$ cat config.mk
export PLATFORM = sky130hd
export DESIGN_NAME = prio_irq_ctrl
export DESIGN_NICKNAME = d
export VERILOG_FILES = /design/src/rtl/irq_ctl_pkg.sv /design/src/rtl/irq_ev_decode.sv /design/src/rtl/irq_pend_reg.sv /design/src/rtl/irq_lvl_scan.sv /design/src/rtl/prio_irq_ctrl.sv
export SDC_FILE = /design/constraint.sdc
export NUM_CORES = 1
export LEC_CHECK = 0
export BUFFER_PORTS_ARGS = -buffer_cell sky130_fd_sc_hd__buf_2
export CORE_MARGIN = 4
export CORE_UTILIZATION = 23
export CTS_CLUSTER_SIZE = 12
export DETAILED_ROUTE_END_ITERATION = 10
export PLACE_DENSITY = 0.47
export SYNTH_ARGS = -nofsm -noshare
export SYNTH_HDL_FRONTEND = slang
export SYNTH_SLANG_ARGS = --single-unit
$ cat constraint.sdc
create_clock -name clk -period 3 [get_ports clk]
set_input_delay 0.15 -clock clk [delete_from_list [all_inputs] [get_ports clk]]
set_output_delay 0.15 -clock clk [all_outputs]
set_load 0.1 [all_outputs]
$ cat src/rtl/irq_ctl_pkg.sv
package irq_ctl_pkg;

    localparam int DEF_SRC  = 24;
    localparam int DEF_LVL  = 7;
    localparam int DEF_PINS = 8;
    localparam int DEF_LW   = 3;
    localparam int DEF_MW   = 5;

    typedef enum logic {
        ST_IDLE = 1'b0,
        ST_PEND = 1'b1
    } req_state_e;

    // Default source levels: source i sits at level i mod 8.
    function automatic logic [DEF_SRC*DEF_LW-1:0] def_levels();
        logic [DEF_SRC*DEF_LW-1:0] r;
        r = '0;
        for (int i = 0; i < DEF_SRC; i++) begin
            r[i*DEF_LW +: DEF_LW] = DEF_LW'(i % 8);
        end
        return r;
    endfunction

    // Default trigger types: 1 marks an edge-type source.
    function automatic logic [DEF_SRC-1:0] def_edge();
        logic [DEF_SRC-1:0] r;
        r = '0;
        for (int i = 0; i < DEF_SRC; i++) begin
            r[i] = ((i % 8) >= 4);
        end
        return r;
    endfunction

    // Default pin table: pin p drives source (5p+2) mod DEF_SRC.
    function automatic logic [DEF_PINS*DEF_MW-1:0] def_pin_map();
        logic [DEF_PINS*DEF_MW-1:0] r;
        r = '0;
        for (int p = 0; p < DEF_PINS; p++) begin
            r[p*DEF_MW +: DEF_MW] = DEF_MW'((p * 5 + 2) % DEF_SRC);
        end
        return r;
    endfunction

endpackage

$ cat src/rtl/irq_ev_decode.sv
module irq_ev_decode #(
    parameter int NUM_SRC  = 24,
    parameter int NUM_PINS = 8,
    parameter int IDX_W    = 6,
    parameter int MAP_W    = 5,
    parameter logic [NUM_PINS*MAP_W-1:0] PIN_MAP = '0
) (
    input  logic               clk,
    input  logic               rst_n,
    input  logic               ev_valid,
    input  logic               ev_is_pin,
    input  logic [IDX_W-1:0]   ev_idx,
    input  logic               ev_active,
    output logic [NUM_SRC-1:0] ev_set,
    output logic [NUM_SRC-1:0] ev_drop,
    output logic               err_q
);

    logic             hit;
    logic             bad;
    logic [MAP_W-1:0] mapped;
    int               tgt;

    always_comb begin
        mapped = '0;
        for (int p = 0; p < NUM_PINS; p++) begin
            if (int'(ev_idx) == p) begin
                mapped = PIN_MAP[p*MAP_W +: MAP_W];
            end
        end
    end

    always_comb begin
        hit = 1'b0;
        bad = 1'b0;
        tgt = 0;
        if (ev_valid) begin
            if (ev_is_pin) begin
                if (int'(ev_idx) < NUM_PINS && int'(mapped) < NUM_SRC) begin
                    hit = 1'b1;
                    tgt = int'(mapped);
                end else begin
                    bad = 1'b1;
                end
            end else if (int'(ev_idx) < NUM_SRC) begin
                hit = 1'b1;
                tgt = int'(ev_idx);
            end else begin
                bad = 1'b1;
            end
        end
    end

    generate
        for (genvar i = 0; i < NUM_SRC; i++) begin : g_tgt
            assign ev_set[i]  = hit && ev_active  && (tgt == i);
            assign ev_drop[i] = hit && !ev_active && (tgt == i);
        end
    endgenerate

    always_ff @(posedge clk or negedge rst_n) begin
        if (!rst_n) begin
            err_q <= 1'b0;
        end else begin
            err_q <= bad;
        end
    end

    // a direct index past the source count is flagged on the next cycle
    p_direct_range_err_r6: assert property (@(posedge clk) disable iff (!rst_n)
        (ev_valid && !ev_is_pin && int'(ev_idx) >= NUM_SRC) |=> err_q);

    // a pin index past the pin count is flagged on the next cycle
    p_pin_range_err_r7: assert property (@(posedge clk) disable iff (!rst_n)
        (ev_valid && ev_is_pin && int'(ev_idx) >= NUM_PINS) |=> err_q);

endmodule

$ cat src/rtl/irq_pend_reg.sv
module irq_pend_reg #(
    parameter int NUM_SRC = 24,
    parameter logic [NUM_SRC-1:0] EDGE_MASK = '0
) (
    input  logic               clk,
    input  logic               rst_n,
    input  logic [NUM_SRC-1:0] ev_set,
    input  logic [NUM_SRC-1:0] ev_drop,
    input  logic               sw_set_we,
    input  logic [NUM_SRC-1:0] sw_set_data,
    input  logic               sw_clr_we,
    input  logic [NUM_SRC-1:0] sw_clr_data,
    output logic [NUM_SRC-1:0] pend_q
);

    localparam logic [NUM_SRC-1:0] LEVEL_MASK = ~EDGE_MASK;

    logic [NUM_SRC-1:0] sets;
    logic [NUM_SRC-1:0] clrs;

    always_comb begin
        sets = ev_set;
        if (sw_set_we) begin
            sets = sets | sw_set_data;
        end
        clrs = ev_drop & LEVEL_MASK;
        if (sw_clr_we) begin
            clrs = clrs | (sw_clr_data & EDGE_MASK);
        end
    end

    always_ff @(posedge clk or negedge rst_n) begin
        if (!rst_n) begin
            pend_q <= '0;
        end else begin
            pend_q <= (pend_q & ~clrs) | sets;
        end
    end

    // without a software clear, latched edge bits never drop
    p_edge_sticky_r5: assert property (@(posedge clk) disable iff (!rst_n)
        !sw_clr_we |=> ((pend_q & EDGE_MASK & $past(pend_q)) == ($past(pend_q) & EDGE_MASK)));

    // a software clear never drops a level-type bit
    p_clr_spares_level_r8: assert property (@(posedge clk) disable iff (!rst_n)
        (sw_clr_we && ev_drop == '0) |=> ((pend_q & LEVEL_MASK & $past(pend_q)) == ($past(pend_q) & LEVEL_MASK)));

    // a software set always lands, even against a clear
    p_set_wins_r10: assert property (@(posedge clk) disable iff (!rst_n)
        sw_set_we |=> ((pend_q & $past(sw_set_data)) == $past(sw_set_data)));

endmodule

$ cat src/rtl/irq_lvl_scan.sv
module irq_lvl_scan #(
    parameter int NUM_SRC = 24,
    parameter int NUM_LVL = 7,
    parameter int LVL_W   = 3,
    parameter logic [NUM_SRC*LVL_W-1:0] SRC_LEVEL = '0
) (
    input  logic [NUM_SRC-1:0] qual,
    input  logic [LVL_W-1:0]   cur_level,
    output logic [LVL_W-1:0]   win_level
);

    logic [NUM_SRC-1:0] lvl_mask [NUM_LVL+1];
    logic [NUM_LVL:0]   lvl_hit;

    generate
        for (genvar l = 0; l <= NUM_LVL; l++) begin : g_lvl
            for (genvar i = 0; i < NUM_SRC; i++) begin : g_src
                if (l == 0) begin : g_none
                    assign lvl_mask[l][i] = 1'b0;
                end else begin : g_cmp
                    assign lvl_mask[l][i] = (int'(SRC_LEVEL[i*LVL_W +: LVL_W]) == l);
                end
            end
            assign lvl_hit[l] = |(lvl_mask[l] & qual);
        end
    endgenerate

    always_comb begin
        logic found;
        found     = 1'b0;
        win_level = '0;
        for (int l = NUM_LVL; l >= 1; l--) begin
            if (!found && l > int'(cur_level) && lvl_hit[l]) begin
                win_level = LVL_W'(l);
                found     = 1'b1;
            end
        end
    end

endmodule

$ cat src/rtl/prio_irq_ctrl.sv
module prio_irq_ctrl
    import irq_ctl_pkg::*;
#(
    parameter int NUM_SRC  = DEF_SRC,
    parameter int NUM_LVL  = DEF_LVL,
    parameter int NUM_PINS = DEF_PINS,
    parameter int IDX_W    = 6,
    parameter int LVL_W    = $clog2(NUM_LVL + 1),
    parameter int MAP_W    = $clog2(NUM_SRC),
    parameter logic [NUM_SRC*LVL_W-1:0]  SRC_LEVEL = def_levels(),
    parameter logic [NUM_SRC-1:0]        EDGE_MASK = def_edge(),
    parameter logic [NUM_PINS*MAP_W-1:0] PIN_MAP   = def_pin_map()
) (
    input  logic               clk,
    input  logic               rst_n,
    input  logic               ev_valid,
    input  logic               ev_is_pin,
    input  logic [IDX_W-1:0]   ev_idx,
    input  logic               ev_active,
    input  logic               sw_en_we,
    input  logic [NUM_SRC-1:0] sw_en_data,
    input  logic               sw_set_we,
    input  logic [NUM_SRC-1:0] sw_set_data,
    input  logic               sw_clr_we,
    input  logic [NUM_SRC-1:0] sw_clr_data,
    input  logic [LVL_W-1:0]   cur_level,
    output logic [NUM_SRC-1:0] pend_vec,
    output logic [LVL_W-1:0]   pend_level,
    output logic               irq_req,
    output logic               idx_err
);

    logic [NUM_SRC-1:0] ev_set;
    logic [NUM_SRC-1:0] ev_drop;
    logic [NUM_SRC-1:0] pend_q;
    logic [NUM_SRC-1:0] en_q;
    logic [LVL_W-1:0]   win_level;
    logic [LVL_W-1:0]   level_q;
    req_state_e         state_q;
    req_state_e         state_nx;

    irq_ev_decode #(
        .NUM_SRC  (NUM_SRC),
        .NUM_PINS (NUM_PINS),
        .IDX_W    (IDX_W),
        .MAP_W    (MAP_W),
        .PIN_MAP  (PIN_MAP)
    ) u_decode (
        .clk       (clk),
        .rst_n     (rst_n),
        .ev_valid  (ev_valid),
        .ev_is_pin (ev_is_pin),
        .ev_idx    (ev_idx),
        .ev_active (ev_active),
        .ev_set    (ev_set),
        .ev_drop   (ev_drop),
        .err_q     (idx_err)
    );

    irq_pend_reg #(
        .NUM_SRC   (NUM_SRC),
        .EDGE_MASK (EDGE_MASK)
    ) u_pend (
        .clk         (clk),
        .rst_n       (rst_n),
        .ev_set      (ev_set),
        .ev_drop     (ev_drop),
        .sw_set_we   (sw_set_we),
        .sw_set_data (sw_set_data),
        .sw_clr_we   (sw_clr_we),
        .sw_clr_data (sw_clr_data),
        .pend_q      (pend_q)
    );

    always_ff @(posedge clk or negedge rst_n) begin
        if (!rst_n) begin
            en_q <= '0;
        end else if (sw_en_we) begin
            en_q <= sw_en_data;
        end
    end

    irq_lvl_scan #(
        .NUM_SRC   (NUM_SRC),
        .NUM_LVL   (NUM_LVL),
        .LVL_W     (LVL_W),
        .SRC_LEVEL (SRC_LEVEL)
    ) u_scan (
        .qual      (pend_q & en_q),
        .cur_level (cur_level),
        .win_level (win_level)
    );

    // Request machine: state register
    always_ff @(posedge clk or negedge rst_n) begin
        if (!rst_n) begin
            state_q <= ST_IDLE;
        end else begin
            state_q <= state_nx;
        end
    end

    // Request machine: transitions IDLE_TO_PEND and PEND_TO_IDLE
    always_comb begin
        state_nx = state_q;
        unique case (state_q)
            ST_IDLE: if (win_level != '0) state_nx = ST_PEND;
            ST_PEND: if (win_level == '0) state_nx = ST_IDLE;
            default: state_nx = ST_IDLE;
        endcase
    end

    // Request machine: outputs
    always_ff @(posedge clk or negedge rst_n) begin
        if (!rst_n) begin
            level_q <= '0;
        end else begin
            level_q <= win_level;
        end
    end

    assign irq_req    = (state_q == ST_PEND);
    assign pend_level = level_q;
    assign pend_vec   = pend_q;

    // request and level agree
    p_req_tracks_level_r3: assert property (@(posedge clk) disable iff (!rst_n)
        irq_req == (pend_level != '0));

    // a reported level lies above the threshold seen one edge earlier
    p_level_above_cur_r2: assert property (@(posedge clk) disable iff (!rst_n)
        (pend_level != '0) |-> (int'(pend_level) > int'($past(cur_level))));

    // with nothing enabled, no level is reported on the next cycle
    p_disabled_quiet_r1: assert property (@(posedge clk) disable iff (!rst_n)
        (en_q == '0) |=> (pend_level == '0));

endmodule

# After elaboration in Yosys (flattened, before gate mapping)
# Cells that the tools add are included.
[word_totals] regBits=53 out_inout_bits=29 wordCells=160
[classes] magnitude_cmp=10 eq_ne=30 n_mux=38 n_bitwise=7 reduce_logical=70
[op_table] op="== test 32 x 5 -> 1 bit, second input constant" count=8
[op_table] op="== test 32 x 6 -> 1 bit, second input constant" count=8
[op_table] op="== test 32 x 4 -> 1 bit, second input constant" count=4
[op_table] op="== test 32 x 3 -> 1 bit, second input constant" count=2
[op_table] op="2-to-1 mux 32 bit" count=2
[op_table] op="logical AND 1 bit" count=52
[op_table] op="AND 24 bit" count=2
[op_table] op="2-to-1 mux 24 bit" count=2
[op_table] op="bitwise OR 24 bit" count=2
[op_table] op="2-to-1 mux 5 bit" count=8
[op_table] op="== test 32 x 2 -> 1 bit, second input constant" count=1
[op_table] op="zero test 32 bit" count=1
[op_table] op="== test 6 x 4 -> 1 bit, second input constant" count=4
[op_table] op="NOT 24 bit" count=1
[op_table] op="bitwise OR 20 x 24 -> 24 bit" count=1
[op_table] op="2-to-1 mux 3 bit" count=7
[op_table] op="OR reduction 3 bit" count=7
[op_table] op="2-to-1 mux 1 bit" count=16
[op_table] op="== test 6 x 3 -> 1 bit, second input constant" count=2
[op_table] op="greater-than comparator 3 bit, first input constant" count=4
[op_table] op="zero test 1 bit" count=7
[op_table] op="== test 6 x 2 -> 1 bit, second input constant" count=1
[op_table] op="greater-than comparator 2 x 3 -> 1 bit, first input constant" count=2
[op_table] op="zero test 6 bit" count=1
[op_table] op="other kinds (10)" count=10

# Longest topological paths before layout
# Gate-level depths: netlist (run 1).
[depth] depth_word=31 ltp_mapped=6 depth_no_buf=5

# Hierarchy
# A second synthesis (run 1) with hierarchy kept.
[unflattened] hier_cells=309 area_unflattened_um2=3134.3
[by_module_without_submodules] mod="prio_irq_ctrl" instances=1 cells_each=80 area_per_inst_um2=1253.7
[by_module_without_submodules] mod="irq_pend_reg" instances=1 cells_each=75 area_per_inst_um2=964.7
[by_module_without_submodules] mod="irq_ev_decode" instances=1 cells_each=132 area_per_inst_um2=762.0
[by_module_without_submodules] mod="irq_lvl_scan" instances=1 cells_each=22 area_per_inst_um2=153.9

# Worst setup path before layout (run 1)
# No wires, ideal clock.
[synth_path] path_kind="register to register" startpoint="register u_pend.pend_q[7]" endpoint="register state_q (netlist: irq_req)" t_arrival_ns=1.947 required_ns=2.856 slack_ns=0.909 path_stages_with_launch=5 path_buffers=0 period_less_slack_ns=2.091 cell_sequence="dfrtp_1 > a222oi_1 > o211ai_1 > a211oi_1 > o211ai_1"
[synth_via] elab_chain_cells=31 elab_cells_between_ends=39 cone_classes="mux: 16; bitwise: 1; reduce/logical: 22"
[synth_rtl] element="from (decl)" line_no="irq_pend_reg.sv:13" rtl="output logic [NUM_SRC-1:0] pend_q"
[synth_rtl] element="from (signal assigned)" line_no="irq_pend_reg.sv:36" rtl="pend_q <= (pend_q & ~clrs) | sets;"
[synth_rtl] element="AND 24 bit *" line_no="prio_irq_ctrl.sv:89" rtl=".qual (pend_q & en_q),"
[synth_rtl] element="OR reduction 3 bit *" line_no="irq_lvl_scan.sv:24" rtl="assign lvl_hit[l] = |(lvl_mask[l] & qual);"
[synth_rtl] element="logical AND 1 bit *" line_no="irq_lvl_scan.sv:33" rtl="if (!found && l > int'(cur_level) && lvl_hit[l]) begin"
[synth_rtl] element="2-to-1 mux 1 bit" line_no="irq_lvl_scan.sv:33"
[synth_rtl] element="zero test 1 bit" line_no="irq_lvl_scan.sv:33"
[synth_rtl] element="logical AND 1 bit (2 in series)" line_no="irq_lvl_scan.sv:33"
[synth_rtl] element="2-to-1 mux 1 bit" line_no="irq_lvl_scan.sv:33"
[synth_rtl] element="zero test 1 bit" line_no="irq_lvl_scan.sv:33"
[synth_rtl] element="[... 14 more ...]"
[synth_rtl] element="2-to-1 mux 1 bit" line_no="irq_lvl_scan.sv:33"
[synth_rtl] element="zero test 1 bit" line_no="irq_lvl_scan.sv:33"
[synth_rtl] element="logical AND 1 bit (2 in series)" line_no="irq_lvl_scan.sv:33"
[synth_rtl] element="2-to-1 mux 3 bit *" line_no="irq_lvl_scan.sv:33"
[synth_rtl] element="zero test 3 bit / nonzero test 3 bit (equally long branches)" line_no="prio_irq_ctrl.sv:108, prio_irq_ctrl.sv:107"
[synth_rtl] element="2-to-1 mux 1 bit (on tied branches)" line_no="prio_irq_ctrl.sv:108, prio_irq_ctrl.sv:107"
[synth_rtl] element="one-hot mux 1 bit (2 select lines) *" line_no="prio_irq_ctrl.sv:106" rtl="unique case (state_q)"
[synth_rtl] element="named net state_nx" line_no="prio_irq_ctrl.sv:40" rtl="req_state_e state_nx;"
[synth_rtl] element="to (signal assigned)" line_no="prio_irq_ctrl.sv:99" rtl="state_q <= state_nx;"
[synth_rtl] element="to (decl)" line_no="prio_irq_ctrl.sv:39" rtl="req_state_e state_q;"
# Mark *: on every way through the listed nets, which the timed path passes. The rest lies on a longest branch.
# A chain may end at the register's enable or synchronous reset.

# Worst setup path after layout (run 1)
# Ends and elaborated chain as after synthesis.

==> metrics.cfg, run 1 <==
[power]
ir_worst_vdd_mv = 0.214
clock_power_share_pct = 30.8
p_switching_mw = 0.684
switching_share_pct = 36.0
power_density_nw_per_um2 = 531
pwr-share-comb_pct = 28.8
p_int_mw = 1.22
pwr-share-seq_pct = 40.4
power.leakage_nw = 1.45

[clocking]
root_buffer = clkbuf_16
cts_tree = yes
h-tree-depth = 2
cts_sinks = 50
clockBufferDepth = 2
clk_pin_slew_ns = 0.07
cts_setup_buffers = 0
cts_buffers = 5
clk_latency_ns = 0.29

[floorplan]
ios = 118
die_y_um = 119
start_util_pct = 23.6
core_sq_um = 12000
die_area_sq_um = 14100
num_rows = 40
die_w_um = 119

[critical_path]
startpoint_type = flop
rr_startpoint = u_pend.pend_q[7]$_DFF_PN0_
critical_path_class = reg2reg
critPathMaxFanout = 4
rrSetupSlack_ns = 1.20
cp.required_ns = 3.15
regToRegEndpoint = irq_req$_DFF_PN0_
endpoint_kind = flop
arrival_ns = 1.95
reg2reg_depth = 5

[synth]
synth_compound_area_share_pct = 27.3
yosysWarnings = 0
yosys_register_bits = 50
synth-edff-count = 0
synth_area_leaders = dfrtp_1 44%, mux2_2 8.4%, a221o_1 4.6%
yosys.area.top_type = dfrtp_1
synthXorXnorAreaFrac_pct = 0.885
synthFlopType = dfrtp_1
yosys.area_share.simple_pct = 13.3
synth_area_per_cell_sq_um = 11.5
yosysMostFrequentCell = dfrtp_1
synthDistinctLibCells = 71
synth_top_family_by_area = compound AO/OA/AOI/OAI gates
ys_seq_area_share_pct = 44.2
netlist_top_cells_count = 50 x dfrtp_1, 21 x mux2_2, 19 x nand2_1, 13 x a221o_1, 11 x a21boi_0
synth_cells = 246
synthMuxAreaShare_pct = 8.36
synth_top_cell_area_share_pct = 44.2
syn-num-nets = 335
synthesis.area_sq_um = 2830
ys_async_sr_fraction_pct = 100
synth_fa_ha_area_share_pct = 0.752

[grt]
antenna_found_initial = 0
grt_pass1_wl_um = 14600
track_usage_pct = 13.0
first_global_vias = 2593
grt_overflow_total = 0
grt_max_degree = 35

[layout]
antenna_cells = 0
final_nets = 435
area_delta_synth_final_pct = 26.6
drive_above_1_share_pct = 42.9
regArea_sq_um = 1250
multi_input_area_sq_um = 1430
fin_cells = 494
fillers = 1306

[sta]
finalCritPeriodShare_pct = 60.0
slew_violations = 0
tightest_slew_ns = 0.808
tns_ns = 0
rsz0062_at_grt = no
max_freq_mhz = 555
skew_ns = 0.00480
finalHoldViolCount = 0
min_period_ns = 1.80
setup_violations = 0
max_slew_margin_pct = 46.2

[min_path]
holdPathEnd = u_pend.pend_q[0]$_DFF_PN0_
min_from = sw_set_data[0]
hold_path.class = in2reg
hold_path_depth = 3

[detailed_routing]
post_drt_wl_per_cell_um = 18.8
antenna_left = 0
drc = 0
num_vias = 2464
drtPass1Iterations = 5
routed_wl_um = 9280
detail_route.vias_per_cell = 4.99
drt_iter0_drc = 186

[status]
status = complete, no violations

[placement]
gp_congestion = 0.844
dp_hpwl_um = 7370
numPortBuffers = 102
dp_cells = 485

[flow_run]
drv_cap = 0

timing repair:
item | 4_1_cts | 5_1_grt
setup endpoints to repair | 0 | 0
resized for setup | 0 | 0
hold buffers | 1 | 0
hold endpoints to repair | 33 | 0
area by class of cell:
type	count	share of cell area, %
well taps	147	5.14
clock buffers	6	3.88
clock inverters	2	0.349
repair buffers	105	15.0
flip-flops and latches	50	34.9
multi-input cells	177	40.0
inverters	7	0.734
critical path, stage by stage (launching register included):
cell,delay (ns)
dfrtp_1,0.40
a222oi_1,0.42
buf_4,0.21
o211ai_1,0.10
a211oi_1,0.37
o211ai_1,0.15
state kept, by name, indices dropped and copies added, names as in the netlist:
signal,cells
irq_req,1
u_decode.err_q,1
pend_level,3
en_q,21
u_pend.pend_q,24
how the worst max path moves through the flow:
stage	startpoint	to	slack, ns
final	u_pend.pend_q[7]$_DFF_PN0_	irq_req$_DFF_PN0_	1.20
after global routing	u_pend.pend_q[7]$_DFF_PN0_	irq_req$_DFF_PN0_	1.13
after CTS	u_pend.pend_q[7]$_DFF_PN0_	irq_req$_DFF_PN0_	1.21
after detailed placement	ev_is_pin	u_pend.pend_q[4]$_DFF_PN0_	0.97
after global placement	ev_is_pin	u_pend.pend_q[4]$_DFF_PN0_	0.98
after floorplan	u_pend.pend_q[7]$_DFF_PN0_	irq_req$_DFF_PN0_	0.91
through the flow:
| step | hold slack (ns) | worst slack [ns] | power [mW] | area (sq um) | util, % |
|---|---|---|---|---|---|
| 2_1_floorplan | -0.146 | 0.909 | 1.18 | 2830 | - |
| 3_5_place_dp | 0.296 | 0.973 | 1.33 | 3420 | 28.5 |
| 4_1_cts | 0.0813 | 1.21 | 1.92 | 3580 | 29.8 |
| 5_1_grt | 0.0781 | 1.13 | 1.99 | 3580 | 29.8 |
| 6_report | 0.0761 | 1.20 | 1.90 | 3580 | 29.8 |
| 3_3_place_gp | 0.290 | 0.979 | 1.33 | 3420 | 28.5 |
cells in the final DEF (no fill, tap or decap), types with 4 or more instances in the layout:
| cell type | count |
|---|---|
| buf_2 | 102 |
| dfrtp_1 | 50 |
| mux2_2 | 21 |
| nand2_1 | 19 |
| a221o_1 | 13 |
| a21boi_0 | 11 |
| inv_1 | 7 |
| nor2_1 | 7 |
| o31ai_1 | 7 |
| a222oi_1 | 7 |
| a21oi_1 | 6 |
| o21ai_0 | 5 |
| o211ai_1 | 5 |
| clkbuf_16 | 5 |
| nand3_1 | 4 |
| nor4_1 | 4 |
power groups by stage:
stage	registers, mW	logic, mW	clock network, mW
2_1_floorplan	0.995	0.185	0
3_3_place_gp	0.781	0.548	0
3_5_place_dp	0.781	0.552	0
4_1_cts	0.768	0.554	0.602
5_1_grt	0.776	0.584	0.632
6_report	0.768	0.548	0.585
logic make-up (layout without fill, tap and decap cells):
kind of cell	Yosys count	in the layout
mux	21	21
buf+inv	19	120
simple gates	62	62
flops	50	50
fa+ha+maj	2	2
compound gates	90	90
xor+xnor	2	2
per-layer routing:
| metal | wire length [um] | GRT usage (%) |
|---|---|---|
| met1 | 4270 | 17.6 |
| met2 | 4490 | 21.8 |
| met3 | 474 | 2.18 |
| met4 | 49 | 2.61 |
| met5 | 0 | 0 |
Note: power is estimated with default switching activity, not from simulation.
==> run 2: changes to the inputs <==
PLACE_DENSITY = 0.49   (was 0.47)
clock period = 1.55 ns   (was 3 ns; I/O delays follow)
==> run 2 against run 1 <==
  * The run now ends with setup timing left
  * First-iteration DRC count is 12% higher
  * Non-clock buffer count is 68 higher
  * Cell count is 14% higher
  * Clock power is 83% higher
  * Fmax is 0.12% higher
  * Utilization is 4.7 points higher
  * Worst hold slack worse by 0.068 ns
==> metrics.cfg, run 2 (synthesis results as in run 1) <==
[floorplan]
die_area_sq_um = 14100  ; unchanged
start_util_pct = 23.6  ; unchanged
core_sq_um = 12000  ; unchanged
die_y_um = 119  ; unchanged
ios = 118  ; unchanged
num_rows = 40  ; unchanged
die_w_um = 119  ; unchanged

[placement]
gp_congestion = 0.827  ; -2.1%
numPortBuffers = 102  ; unchanged
dp_cells = 551  ; +14%
dp_hpwl_um = 8170  ; +11%
place_ws_ns = -0.340  ; -1.31 ns

[clocking]
cts_buffers = 5  ; unchanged
clockBufferDepth = 2  ; unchanged
clk_latency_ns = 0.28  ; about the same
cts_sinks = 50  ; unchanged
h-tree-depth = 2  ; unchanged
cts_tree = yes
root_buffer = clkbuf_16
clk_pin_slew_ns = 0.07  ; about the same

[layout]
antenna_cells = 0  ; unchanged
mostFrequentLayoutCells = 102 x buf_2, 69 x buf_4, 32 x dfrtp_1, 21 x mux2_2, 19 x nand2_1
largest_register_ffs = 24  ; unchanged
area_delta_synth_final_pct = 46.4
largest-register = u_pend.pend_q
fin_cells = 562  ; +14%
final_common_cell = buf_2
final_nets = 503  ; +16%
drive_above_1_share_pct = 57.3  ; +14 points

[sta]
min_period_ns = 1.80  ; -0.00223 ns
finalCritPeriodShare_pct = 116  ; +56 points
setup_violations = 3  ; +3
finalHoldViolCount = 0  ; unchanged
tns_ns = -0.640  ; -0.640 ns
rsz0062_at_grt = yes
tightest_slew_ns = 0.515  ; -0.292 ns
max_freq_mhz = 556  ; +0.12%
slew_violations = 0  ; unchanged
setup_ws_ns = -0.249  ; -1.45 ns
max_slew_margin_pct = 65.6  ; +19 points
skew_ns = 0.00781  ; +0.00300 ns

[critical_path]
critical_path_class = reg2reg
cp.required_ns = 1.69  ; -1.46 ns
regToRegEndpoint = irq_req$_DFF_PN0_
startpoint_type = flop
arrival_ns = 1.94  ; about the same
critPathMaxFanout = 3  ; -1
reg2reg_depth = 5  ; unchanged
endpoint_kind = flop
crit_start = u_pend.pend_q[7]$_DFF_PN0_
rr_startpoint = u_pend.pend_q[7]$_DFF_PN0_
rrSetupSlack_ns = -0.25  ; -1.45 ns

[detailed_routing]
num_vias = 2767  ; +12%
drtPass1Iterations = 7  ; +2
detail_route.vias_per_cell = 4.92  ; -1.3%
routed_wl_um = 9840  ; +6.1%
drt_iter0_drc = 209  ; +12%
antenna_left = 0  ; unchanged
post_drt_wl_per_cell_um = 17.5  ; -6.8%
drc = 0  ; unchanged

[grt]
antenna_found_initial = 0  ; unchanged
grt_overflow_total = 0  ; unchanged
track_usage_pct = 13.8  ; +0.84 points
grt_max_degree = 36  ; +2.9%
first_global_vias = 2931  ; +13%
grt_pass1_wl_um = 15600  ; +6.7%

[min_path]
min_from = sw_set_data[9]
hold_path.class = in2reg
hold_path_depth = 2  ; -1
holdPathEnd = u_pend.pend_q[9]$_DFF_PN0_

[status]
status = complete, but fails checks
violations = setup timing

[power]
ir_worst_vdd_mv = 0.448  ; +110%
power_density_nw_per_um2 = 919  ; +73%
p_int_mw = 2.46  ; +100%
pwr-share-seq_pct = 39.0  ; -1.4 points
clock_power_share_pct = 28.1  ; -2.7 points
power.leakage_nw = 1.76  ; +21%
switching_share_pct = 35.3  ; -0.66 points
p_switching_mw = 1.34  ; +96%
pwr-share-comb_pct = 32.9  ; +4.1 points

[flow_run]
drv_cap = 0  ; unchanged

run 2: what timing repair did:
item,CTS,global route
setup buffers,0,2
resized for setup,1,3
hold buffers,1,0
pin swaps,2,3
hold endpoints to repair,15,0
cloned,0,0
setup endpoints to repair,9,14
run 2: power by group through the flow:
stage | logic (mW) | registers, mW | clock network (mW)
floorplan | 0.360 | 1.94 | 0
global placement | 1.24 | 1.51 | 0
detailed placement | 1.25 | 1.51 | 0
CTS | 1.25 | 1.49 | 1.10
global route | 1.33 | 1.50 | 1.16
finish | 1.25 | 1.49 | 1.07
run 2: metal layers:
layer / up-vias / share of wire [%] / track usage, %
met5: - / 0 / 0
met4: 0 / 1.1 / 3.19
met3: 6 / 4.5 / 2.09
met2: 76 / 49 / 24.2
met1: 1363 / 45 / 17.9
li1: 1322 / - / -
run 2: how the worst max path moves through the flow:
stage	end	slack [ns]	depth (start not counted)
after floorplan	irq_req$_DFF_PN0_	-0.24	4
after global placement	irq_req$_DFF_PN0_	-0.33	5
after detailed placement	u_pend.pend_q[19]$_DFF_PN0_	-0.34	6
after CTS	irq_req$_DFF_PN0_	-0.29	5
after global routing	irq_req$_DFF_PN0_	-0.36	5
final	irq_req$_DFF_PN0_	-0.25	5
run 2: area by class of cell:
cell class	instances	area, sq um
Sequential cell	50	1280
Clock buffer	6	129
Tap cell	147	184
Timing Repair Buffer	173	1060
Clock inverter	2	15.0
Inverter	7	26.3
Fill cell	1248	7870
Multi-Input combinational cell	177	1450
run 2: worst max-delay path: stages, from the launching register on:
cell,delay [ns]
dfrtp_4,0.48
a222oi_1,0.46
buf_4,0.21
o211ai_1,0.11
a211oi_2,0.28
o211ai_1,0.13
run 2: through the flow:
step                      utilization, %  hold slack (ns)  total power [mW]  instance area [sq um]
after floorplan                        -           -0.218              2.30                   2860
after global placement              32.9           0.0155              2.75                   3960
after detailed placement            32.9           0.0186              2.76                   3960
after CTS                           34.2           0.0108              3.84                   4110
after global routing                34.5           0.0153              3.99                   4140
final                               34.5          0.00824              3.81                   4140
